**src/rtl/dmh_pkg.sv**
```systemverilog
package dmh_pkg;

    localparam logic [1:0] SRC_MAXRATE = 2'b00;
    localparam logic [1:0] SRC_LIMITED = 2'b01;

    localparam logic [1:0] XM_BURST = 2'b00;
    localparam logic [1:0] XM_HOLD  = 2'b11;

    localparam logic [1:0] SEL_CTRL  = 2'd0;
    localparam logic [1:0] SEL_HOLD  = 2'd1;
    localparam logic [1:0] SEL_RATE  = 2'd2;
    localparam logic [1:0] SEL_COUNT = 2'd3;

    typedef enum logic [1:0] {
        ST_IDLE,
        ST_ARB,
        ST_XFER,
        ST_HOLD
    } chan_state_e;

    typedef enum logic [1:0] {
        POL_BURST,
        POL_STEAL,
        POL_HOLD
    } release_pol_e;

    typedef struct packed {
        logic [1:0] mode;
        logic [1:0] src;
    } chan_cfg_t;

    function automatic logic is_external(chan_cfg_t c);
        return c.src[1];
    endfunction

    function automatic release_pol_e pick_policy(chan_cfg_t c);
        if (!is_external(c))
            return POL_STEAL;
        else if (c.mode == XM_BURST)
            return POL_BURST;
        else if (c.mode == XM_HOLD)
            return POL_HOLD;
        else
            return POL_STEAL;
    endfunction

endpackage

```
**src/rtl/dmh_req_gen.sv**
```systemverilog
module dmh_req_gen
    import dmh_pkg::*;
#(
    parameter int RW = 16
) (
    input  logic          clk,
    input  logic          rst,
    input  logic          clear,
    input  chan_cfg_t     cfg,
    input  logic [RW-1:0] rate,
    input  logic          ext_req_n,
    input  logic          consume,
    output logic          pending
);

    localparam logic [RW-1:0] ONE = RW'(1);

    logic          ext_q;
    logic          fall;
    logic [RW-1:0] rate_eff;
    logic [RW-1:0] lim_cnt;
    logic          tick;
    logic          new_req;
    logic          pend_q;
    logic          ext_mode;
    logic          lim_mode;

    assign ext_mode = is_external(cfg);
    assign lim_mode = (cfg.src == SRC_LIMITED);
    assign fall     = ext_q && !ext_req_n;
    assign rate_eff = (rate == '0) ? ONE : rate;
    assign tick     = lim_mode && (lim_cnt >= rate_eff - ONE);
    assign new_req  = ext_mode ? fall : tick;

    always_ff @(posedge clk) begin
        if (rst) begin
            ext_q <= 1'b1;
        end else begin
            ext_q <= ext_req_n;
        end
    end

    always_ff @(posedge clk) begin
        if (rst || clear || !lim_mode) begin
            lim_cnt <= '0;
        end else if (tick) begin
            lim_cnt <= '0;
        end else begin
            lim_cnt <= lim_cnt + ONE;
        end
    end

    always_ff @(posedge clk) begin
        if (rst || clear) begin
            pend_q <= 1'b0;
        end else begin
            pend_q <= (pend_q && !consume) || new_req;
        end
    end

    assign pending = (cfg.src == SRC_MAXRATE) ? 1'b1 : pend_q;

    AST_LEVEL_NO_REQ: assert property (@(posedge clk) disable iff (rst)
        (ext_mode && !clear && !ext_q && !ext_req_n && !pend_q) |=> !pend_q);

    AST_LIMIT_CNT_RANGE: assert property (@(posedge clk) disable iff (rst)
        (lim_mode && !clear) |=> (lim_cnt < rate_eff) || $changed(rate));

endmodule

```
**src/rtl/dmh_hold_timer.sv**
```systemverilog
module dmh_hold_timer #(
    parameter int HW = 16
) (
    input  logic          clk,
    input  logic          rst,
    input  logic          load,
    input  logic          run,
    input  logic [HW-1:0] period,
    output logic          last
);

    localparam logic [HW-1:0] ONE = HW'(1);

    logic [HW-1:0] t_q;

    always_ff @(posedge clk) begin
        if (rst) begin
            t_q <= '0;
        end else if (load) begin
            t_q <= (period == '0) ? ONE : period;
        end else if (run && t_q != '0) begin
            t_q <= t_q - ONE;
        end
    end

    assign last = (t_q == ONE);

    AST_HOLD_TIMER_LIVE: assert property (@(posedge clk) disable iff (rst)
        run |-> (t_q != '0));

endmodule

```
**src/rtl/dmh_xfer_count.sv**
```systemverilog
module dmh_xfer_count #(
    parameter int NW = 16
) (
    input  logic          clk,
    input  logic          rst,
    input  logic          load,
    input  logic [NW-1:0] ld_val,
    input  logic          dec,
    output logic          zero,
    output logic          last
);

    localparam logic [NW-1:0] ONE = NW'(1);

    logic [NW-1:0] rem_q;

    always_ff @(posedge clk) begin
        if (rst) begin
            rem_q <= '0;
        end else if (load) begin
            rem_q <= ld_val;
        end else if (dec && rem_q != '0) begin
            rem_q <= rem_q - ONE;
        end
    end

    assign zero = (rem_q == '0);
    assign last = (rem_q == ONE);

    AST_NO_UNDERFLOW: assert property (@(posedge clk) disable iff (rst)
        (dec && !load) |-> (rem_q != '0));

endmodule

```
**src/rtl/dma_hold_ctrl.sv**
```systemverilog
module dma_hold_ctrl
    import dmh_pkg::*;
#(
    parameter int DW = 16,
    parameter int HW = DW,
    parameter int RW = DW,
    parameter int NW = DW
) (
    input  logic          clk,
    input  logic          rst,
    input  logic          cfg_we,
    input  logic [1:0]    cfg_sel,
    input  logic [DW-1:0] cfg_wdata,
    input  logic          ext_req_n,
    output logic          bus_req,
    input  logic          bus_grant,
    output logic          ack_n,
    output logic          own_n,
    output logic          xfer_start,
    input  logic          xfer_done,
    output logic          done
);

    localparam int CTRL_BITS = $bits(chan_cfg_t);

    chan_cfg_t     cfg_q;
    logic [HW-1:0] hold_q;
    logic [RW-1:0] rate_q;

    chan_state_e   state_q, state_d;
    release_pol_e  policy;

    logic pending;
    logic consume;
    logic hold_load;
    logic hold_last;
    logic cnt_dec;
    logic cnt_zero;
    logic cnt_last;
    logic cnt_load;
    logic finish;
    logic start_q;
    logic done_q;

    // register port
    always_ff @(posedge clk) begin
        if (rst) begin
            cfg_q  <= '0;
            hold_q <= '0;
            rate_q <= '0;
        end else if (cfg_we) begin
            case (cfg_sel)
                SEL_CTRL: cfg_q  <= chan_cfg_t'(cfg_wdata[CTRL_BITS-1:0]);
                SEL_HOLD: hold_q <= cfg_wdata[HW-1:0];
                SEL_RATE: rate_q <= cfg_wdata[RW-1:0];
                default:  ;
            endcase
        end
    end

    assign cnt_load = cfg_we && (cfg_sel == SEL_COUNT);
    assign policy   = pick_policy(cfg_q);

    dmh_req_gen #(.RW(RW)) u_req (
        .clk       (clk),
        .rst       (rst),
        .clear     (cfg_we),
        .cfg       (cfg_q),
        .rate      (rate_q),
        .ext_req_n (ext_req_n),
        .consume   (consume),
        .pending   (pending)
    );

    dmh_hold_timer #(.HW(HW)) u_hold (
        .clk    (clk),
        .rst    (rst),
        .load   (hold_load),
        .run    (state_q == ST_HOLD),
        .period (hold_q),
        .last   (hold_last)
    );

    dmh_xfer_count #(.NW(NW)) u_cnt (
        .clk    (clk),
        .rst    (rst),
        .load   (cnt_load),
        .ld_val (cfg_wdata[NW-1:0]),
        .dec    (cnt_dec),
        .zero   (cnt_zero),
        .last   (cnt_last)
    );

    // channel sequencing
    always_comb begin
        state_d   = state_q;
        consume   = 1'b0;
        hold_load = 1'b0;
        cnt_dec   = 1'b0;
        finish    = 1'b0;
        case (state_q)
            ST_IDLE: begin
                if (!cnt_zero && pending)
                    state_d = ST_ARB;
            end
            ST_ARB: begin
                if (cnt_zero) begin
                    state_d = ST_IDLE;
                end else if (bus_grant) begin
                    state_d = ST_XFER;
                    consume = 1'b1;
                end
            end
            ST_XFER: begin
                if (xfer_done) begin
                    cnt_dec = 1'b1;
                    if (cnt_last) begin
                        state_d = ST_IDLE;
                        finish  = 1'b1;
                    end else begin
                        case (policy)
                            POL_BURST: state_d = ext_req_n ? ST_IDLE : ST_XFER;
                            POL_HOLD: begin
                                state_d   = ST_HOLD;
                                hold_load = 1'b1;
                            end
                            default:   state_d = ST_IDLE;
                        endcase
                    end
                end
            end
            ST_HOLD: begin
                if (cnt_zero) begin
                    state_d = ST_IDLE;
                end else if (pending) begin
                    state_d = ST_XFER;
                    consume = 1'b1;
                end else if (hold_last) begin
                    state_d = ST_IDLE;
                end
            end
            default: state_d = ST_IDLE;
        endcase
    end

    always_ff @(posedge clk) begin
        if (rst) begin
            state_q <= ST_IDLE;
            start_q <= 1'b0;
        end else begin
            state_q <= state_d;
            start_q <= (state_d == ST_XFER) && ((state_q != ST_XFER) || xfer_done);
        end
    end

    always_ff @(posedge clk) begin
        if (rst || cnt_load) begin
            done_q <= 1'b0;
        end else if (finish) begin
            done_q <= 1'b1;
        end
    end

    assign bus_req    = (state_q != ST_IDLE);
    assign own_n      = !((state_q == ST_XFER) || (state_q == ST_HOLD));
    assign ack_n      = (state_q != ST_XFER);
    assign xfer_start = start_q;
    assign done       = done_q;

    AST_OWN_AFTER_GRANT: assert property (@(posedge clk) disable iff (rst)
        $fell(own_n) |-> $past(bus_grant));

    AST_START_WITH_ACK: assert property (@(posedge clk) disable iff (rst)
        xfer_start |-> !ack_n);

    AST_STEAL_RELEASE: assert property (@(posedge clk) disable iff (rst)
        (state_q == ST_XFER && xfer_done && policy == POL_STEAL) |=> own_n);

    AST_HOLD_NO_REARB: assert property (@(posedge clk) disable iff (rst)
        (state_q == ST_HOLD && pending && !cnt_zero) |=> (!ack_n && !$rose(bus_req)));

    AST_BURST_CONTINUES: assert property (@(posedge clk) disable iff (rst)
        (state_q == ST_XFER && xfer_done && policy == POL_BURST && !ext_req_n && !cnt_last)
        |=> xfer_start);

    AST_DONE_RELEASED: assert property (@(posedge clk) disable iff (rst)
        $rose(done) |-> (own_n && !bus_req));

endmodule

```
**config.mk**
```make
export PLATFORM = sky130hd
export DESIGN_NAME = dma_hold_ctrl
export DESIGN_NICKNAME = d
export VERILOG_FILES = /design/src/rtl/dmh_pkg.sv /design/src/rtl/dmh_req_gen.sv /design/src/rtl/dmh_hold_timer.sv /design/src/rtl/dmh_xfer_count.sv /design/src/rtl/dma_hold_ctrl.sv
export SDC_FILE = /design/constraint.sdc
export NUM_CORES = 1
export LEC_CHECK = 0
export ABC_AREA = 1
export BUFFER_PORTS_ARGS = -buffer_cell sky130_fd_sc_hd__buf_4
export CORE_ASPECT_RATIO = 0.6
export CORE_UTILIZATION = 35
export CTS_BUF_LIST = sky130_fd_sc_hd__clkbuf_4
export DETAILED_ROUTE_END_ITERATION = 10
export GPL_ROUTABILITY_DRIVEN = 0
export PLACE_DENSITY_LB_ADDON = 0.08
export SLEW_MARGIN = 25
export SYNTH_ARGS = -nofsm -noshare
export SYNTH_HDL_FRONTEND = slang
export SYNTH_SLANG_ARGS = --single-unit
```
**constraint.sdc**
```tcl
create_clock -name clk -period 4.1 [get_ports clk]
set_input_delay 1.23 -clock clk [delete_from_list [all_inputs] [get_ports clk]]
set_output_delay 1.23 -clock clk [all_outputs]
set_load 0.02 [all_outputs]
```
== Word-level counts from Yosys, hierarchy flattened ==
Cells that the tools add are included.
Word-level totals
  flip-flop bits (word level): 90
  input port bits: 24
  output and inout port bits: 5
  logic and storage cells: 102
Operators by class
  add/sub/neg operators: 4
  $lt $le $gt $ge: 1
  equal/unequal tests: 13
  multiplexer cells: 36
  reduce and logical (&&, ||, !) cells: 36
Operators with widths (number)
  2-to-1 mux 16 bit: 6
  logical NOT 16 bit: 3
  subtractor 16 x 1 -> 16 bit, second input constant: 3
  == test 16 x 1 -> 1 bit, second input constant: 2
  nonzero test 16 bit: 2
  2-to-1 mux 2 bit: 12
  adder 16 x 1 -> 16 bit, second input constant: 1
  >= comparator 16 bit: 1
  2-to-1 mux 1 bit: 15
  == test 2 bit, second input constant: 7
  logical NOT 2 bit: 5
  logical AND 1 bit: 8
  one-hot mux 2 bit (4 select lines): 1
  == test 2 x 1 -> 1 bit, second input constant: 3
  logical OR 1 bit: 6
  AND reduction 2 bit: 3
  nonzero test 2 bit: 3
  logical NOT 1 bit: 5
  one-hot mux 2 bit (2 select lines): 1
  != test 2 bit, second input constant: 1
  one-hot mux 1 bit (2 select lines): 1
  OR reduction 2 bit: 1

== Logic depth before layout (Yosys ltp) ==
  depth after elaboration: 11
  mapped depth: 18
  depth with buffers taken out: 18

== Cells and area by module ==
From an unflattened synthesis, not the netlist that was laid out.
Second synthesis, totals
  cells, all modules: 898
  area total of the unflattened synthesis: 5741.8 um2
Modules (own cells, without submodules)
  dma_hold_ctrl: times used 1, cells an instance 216, area an instance 1575.3 um2
  dmh_req_gen: times used 1, cells an instance 235, area an instance 1572.8 um2
  dmh_hold_timer: times used 1, cells an instance 242, area an instance 1358.8 um2
  dmh_xfer_count: times used 1, cells an instance 205, area an instance 1234.9 um2

== Worst setup path after synthesis ==
No wires, ideal clock.
  kind: register -> register
  start: register rate_q[5]
  end: register u_req.lim_cnt[15]
  library setup time: 116 ps
  arrival: 2943 ps
  required time: 3984 ps
  setup slack: 1041 ps
  stages on the path, launching flop included: 19
  cell sequence: dfxtp_1 inv_1 nand3_1 nor2_1 a21oi_1 ha_1 nand2_1 nor2_1 nand3_1 nor3_1 xor2_1 inv_1 ha_1 nand2_1 nor4_1 nand3_1 nand4_1 buf_4 nor2_1
On the way
  cells in the longest elaborated chain, start to end: 6
Ends and longest elaborated chain
  from (decl): line dma_hold_ctrl.sv:28  | logic [RW-1:0] rate_q;
  from (signal assigned): line dma_hold_ctrl.sv:55  | SEL_RATE: rate_q <= cfg_wdata[RW-1:0];
  logical NOT 16 bit: line dmh_req_gen.sv:31  | assign rate_eff = (rate == '0) ? ONE : rate;
  2-to-1 mux 16 bit *: line dmh_req_gen.sv:31
  subtractor 16 x 1 -> 16 bit *: line dmh_req_gen.sv:32  | assign tick = lim_mode && (lim_cnt >= rate_eff - ONE);
  >= comparator 16 bit *: line dmh_req_gen.sv:32
  logical AND 1 bit *: line dmh_req_gen.sv:32
  OR reduction 2 bit (no source line) *
  to (signal assigned): line dmh_req_gen.sv:49  | lim_cnt <= lim_cnt + ONE;
  to (decl): line dmh_req_gen.sv:21  | logic [RW-1:0] lim_cnt;
Mark *: on every way between the ends. The rest lies on a longest branch, timed or not.
A chain may end at the register's enable or synchronous reset.

== Worst setup path after layout ==
  start: register rate_q[5]
  end: register u_req.lim_cnt[14]
The elaborated chain is that of the path after synthesis.

==> results.toml <==
[synth]
synth_common_cells = "nor2_1 (141), nand2_1 (118), inv_1 (98)"
ys_types = 39
async_flop_share_pct = 0
ys_dominant_reg_cell = "dfxtp_1"
netlist.area_leader.share_pct = 33.64
synth_area_leader_cell = "dfxtp_1"
syn_nets = 839
yosys_warnings = 0
ys_ff_latch = 90
synthTopCellsByArea = "dfxtp_1 (34%), nor2_1 (9.9%), nand2_1 (8.3%), inv_1 (6.9%), ha_1 (5.4%)"
seq_area_frac_synth_pct = 33.64
netlist_instances = 792
netlist_area_um2 = 5356
yosysMostFrequentCell = "nor2_1"
syn_avg_cell_area_um2 = 6.763
synth_edf_count = 0

[floorplan]
core-area_um2 = 14720
die_y_um = 97.83
rows = 34
die_w_um = 161.7
start_util_pct = 36.39
io_pins = 29
die-area_um2 = 15820

[global_route]
grt_antenna_before_repair = 0
grt_max_degree = 44
grt_pass1_wl_um = 24070
grt.overflow.total = 0
grt_pass1_vias = 4590
grt_usage_pct = 19.59

[sta]
timing.final.max_slew_violations = 0
setup_viol = 0
max_clock_freq_mhz = 283.5
tns_ns = 0
finalHoldViolCount = 0
period_minus_slack_ns = 3.527
setup_ws_ns = 0.5732
tightest_slew_ns = 0.5727
fin_skew_ns = 0.01625
rsz0062_at_grt = "false"
min_period_over_period_pct = 86.02
slew_headroom_pct = 61.78

[place]
place_ws_ns = 0.6167
dp_hpwl_um = 11490
port-buffer-count = 28

[cts]
cts_max_level = 3
clk_pin_slew_ns = 0.15
numClockSinks = 90
tritoncts = "built"
postCtsSetupRepairBufs = 0
hold_buffers = 0
cts_resized = 0
cts_made_buffers = 9
insertion_delay_ns = 0.47
clockBufferDepth = 2
root_buffer = "clkbuf_4"

[drt]
met1_length_um = 8472
drt_iter0_markers = 330
wl_per_cell_um = 14.60
dr_total_vias = 5004
drc = 0
routed_via_density = 4.911
met2_length_um = 5689
highest_layer = "met4"
ant_nets = 0
wl_met3_um = 606
drt_wl_total_um = 14880
firstDrtPassIters = 5

[layout]
drive_gt1_share_pct = 9.379
antenna_cells = 0
area_growth_pct = 10.09
nets = 863

[worst_setup_path]
start_kind = "flip-flop"
endpoint = "u_req.lim_cnt[14]"
max_stage_delay_ns = 0.44
worstPathCellList = "inv_1 > nand3_1 > nor2_1 > a21oi_1 > ha_1 > nand2_1 > nor2_1 > nand3_1 > nor3_1 > xor2_1 > inv_1 > ha_1 > nand2_1 > nor4_1 > nand3_1 > nand4_1 > buf_4 > nor2_1"
crit_path_max_fanout = 16
rr_endpoint = "u_req.lim_cnt[14]"
path_class = "reg -> reg"
r2r_slack_ns = 0.57
slowest_stage = "dfxtp_1"
critPathArrivalTime_ns = 3.89
cp-startpoint = "rate_q[5]"
crit_path_end_kind = "flip-flop"
r2r_cells = 18
r2r-start = "rate_q[5]"
cp_data_required_time_ns = 4.46

[power_and_ir_drop]
peakVddDrop_uv = 139.1
p_leak_nw = 2.648
powerDensity_nw_per_um2 = 324.9

[status]
status = "finished, final reports clean"

[flow_run]
max_cap_violations = 0

[hold_path]
hp-class = "reg -> reg"
==> metrics by stage <==
stage                     std cells  power, mW  util [%]  area (um2)  hold WS [ns]
after floorplan                 792      1.275         -        5356        0.4295
after detailed placement       1003      1.409     39.14        5761        0.4525
after CTS                      1019      1.936     40.06        5897        0.4834
final                          1019      1.916     40.06        5897        0.4794
after global routing           1019      2.036     40.06        5897        0.5173
after global placement         1003      1.410     39.14        5761        0.4433
==> placed cells by master, fill, tap and decap left out, drive strengths merged <==
master	count
a21boi	1
a21o	1
a21oi	57
a31oi	5
and3	2
buf	34
bufinv	1
clkbuf	11
clkinv	4
clkinvlp	1
dfxtp	90
ha	23
inv	101
nand2	128
nand3	59
nand3b	2
nand4	10
nor2	153
nor3	8
nor3b	1
nor4	4
o211ai	1
o21ai	80
o21bai	3
o22ai	1
or2	1
xnor2	12
xor2	27
==> critical path, delay by kind of cell (launching register included) <==
kind	cells	cell delay (ns)
AND/OR/NAND/NOR	11	1.71
adder cells (fa/ha/maj)	2	0.48
flip-flops	1	0.44
buffers and inverters	3	0.36
AO/OA/AOI/OAI	1	0.22
XOR/XNOR	1	0.19
==> power breakdown <==
| part | internal (mW) | switching [mW] | total, mW |
|---|---|---|---|
| registers | 0.909 | 0.0319 | 0.941 |
| clock network | 0.199 | 0.326 | 0.524 |
| logic | 0.163 | 0.288 | 0.451 |
| total | 1.27 | 0.646 | 1.92 |
==> routing by layer <==
layer,vias to the layer above,track usage (%)
met3,11,3.441
li1,2602,-
met4,0,4.572
met5,-,0
met2,113,27.29
met1,2278,30.47
==> kinds of logic after synthesis <==
family	share of synthesized area, %
and+or+nand+nor	30.90
AOI/OAI and AO/OA	14.48
buffers and inverters	9.227
DFF	33.64
xor gates and xnor gates	6.377
adders and majority gates	5.373
==> worst min path at each step <==
stage | depth (start not counted) | to | from
2_1_floorplan | 1 | u_req.lim_cnt[0] | u_req.lim_cnt[0]
3_3_place_gp | 1 | u_req.lim_cnt[0] | u_req.lim_cnt[0]
3_5_place_dp | 1 | u_req.lim_cnt[0] | u_req.lim_cnt[0]
4_1_cts | 2 | hold_q[5] | hold_q[5]
5_1_grt | 2 | hold_q[0] | hold_q[0]
6_report | 2 | hold_q[8] | hold_q[8]
==> state kept, by name, summed over array words and instances, names as in the netlist, 2 cells and up <==
register	count
u_hold.t_q	16
hold_q	16
u_req.lim_cnt	16
state_q	2
u_cnt.rem_q	16
cfg_q	4
rate_q	16
==> area by class of cell <==
| type | count | area (um2) |
|---|---|---|
| Fill cell | 1583 | 8822 |
| Multi-Input combinational cell | 579 | 3060 |
| Sequential cell | 90 | 1802 |
| Inverter | 102 | 382.9 |
| Timing Repair Buffer | 34 | 267.8 |
| Tap cell | 198 | 247.7 |
| Clock buffer | 11 | 82.58 |
| Clock inverter | 5 | 53.80 |
No activity file was read; power rests on OpenSTA's default activity.
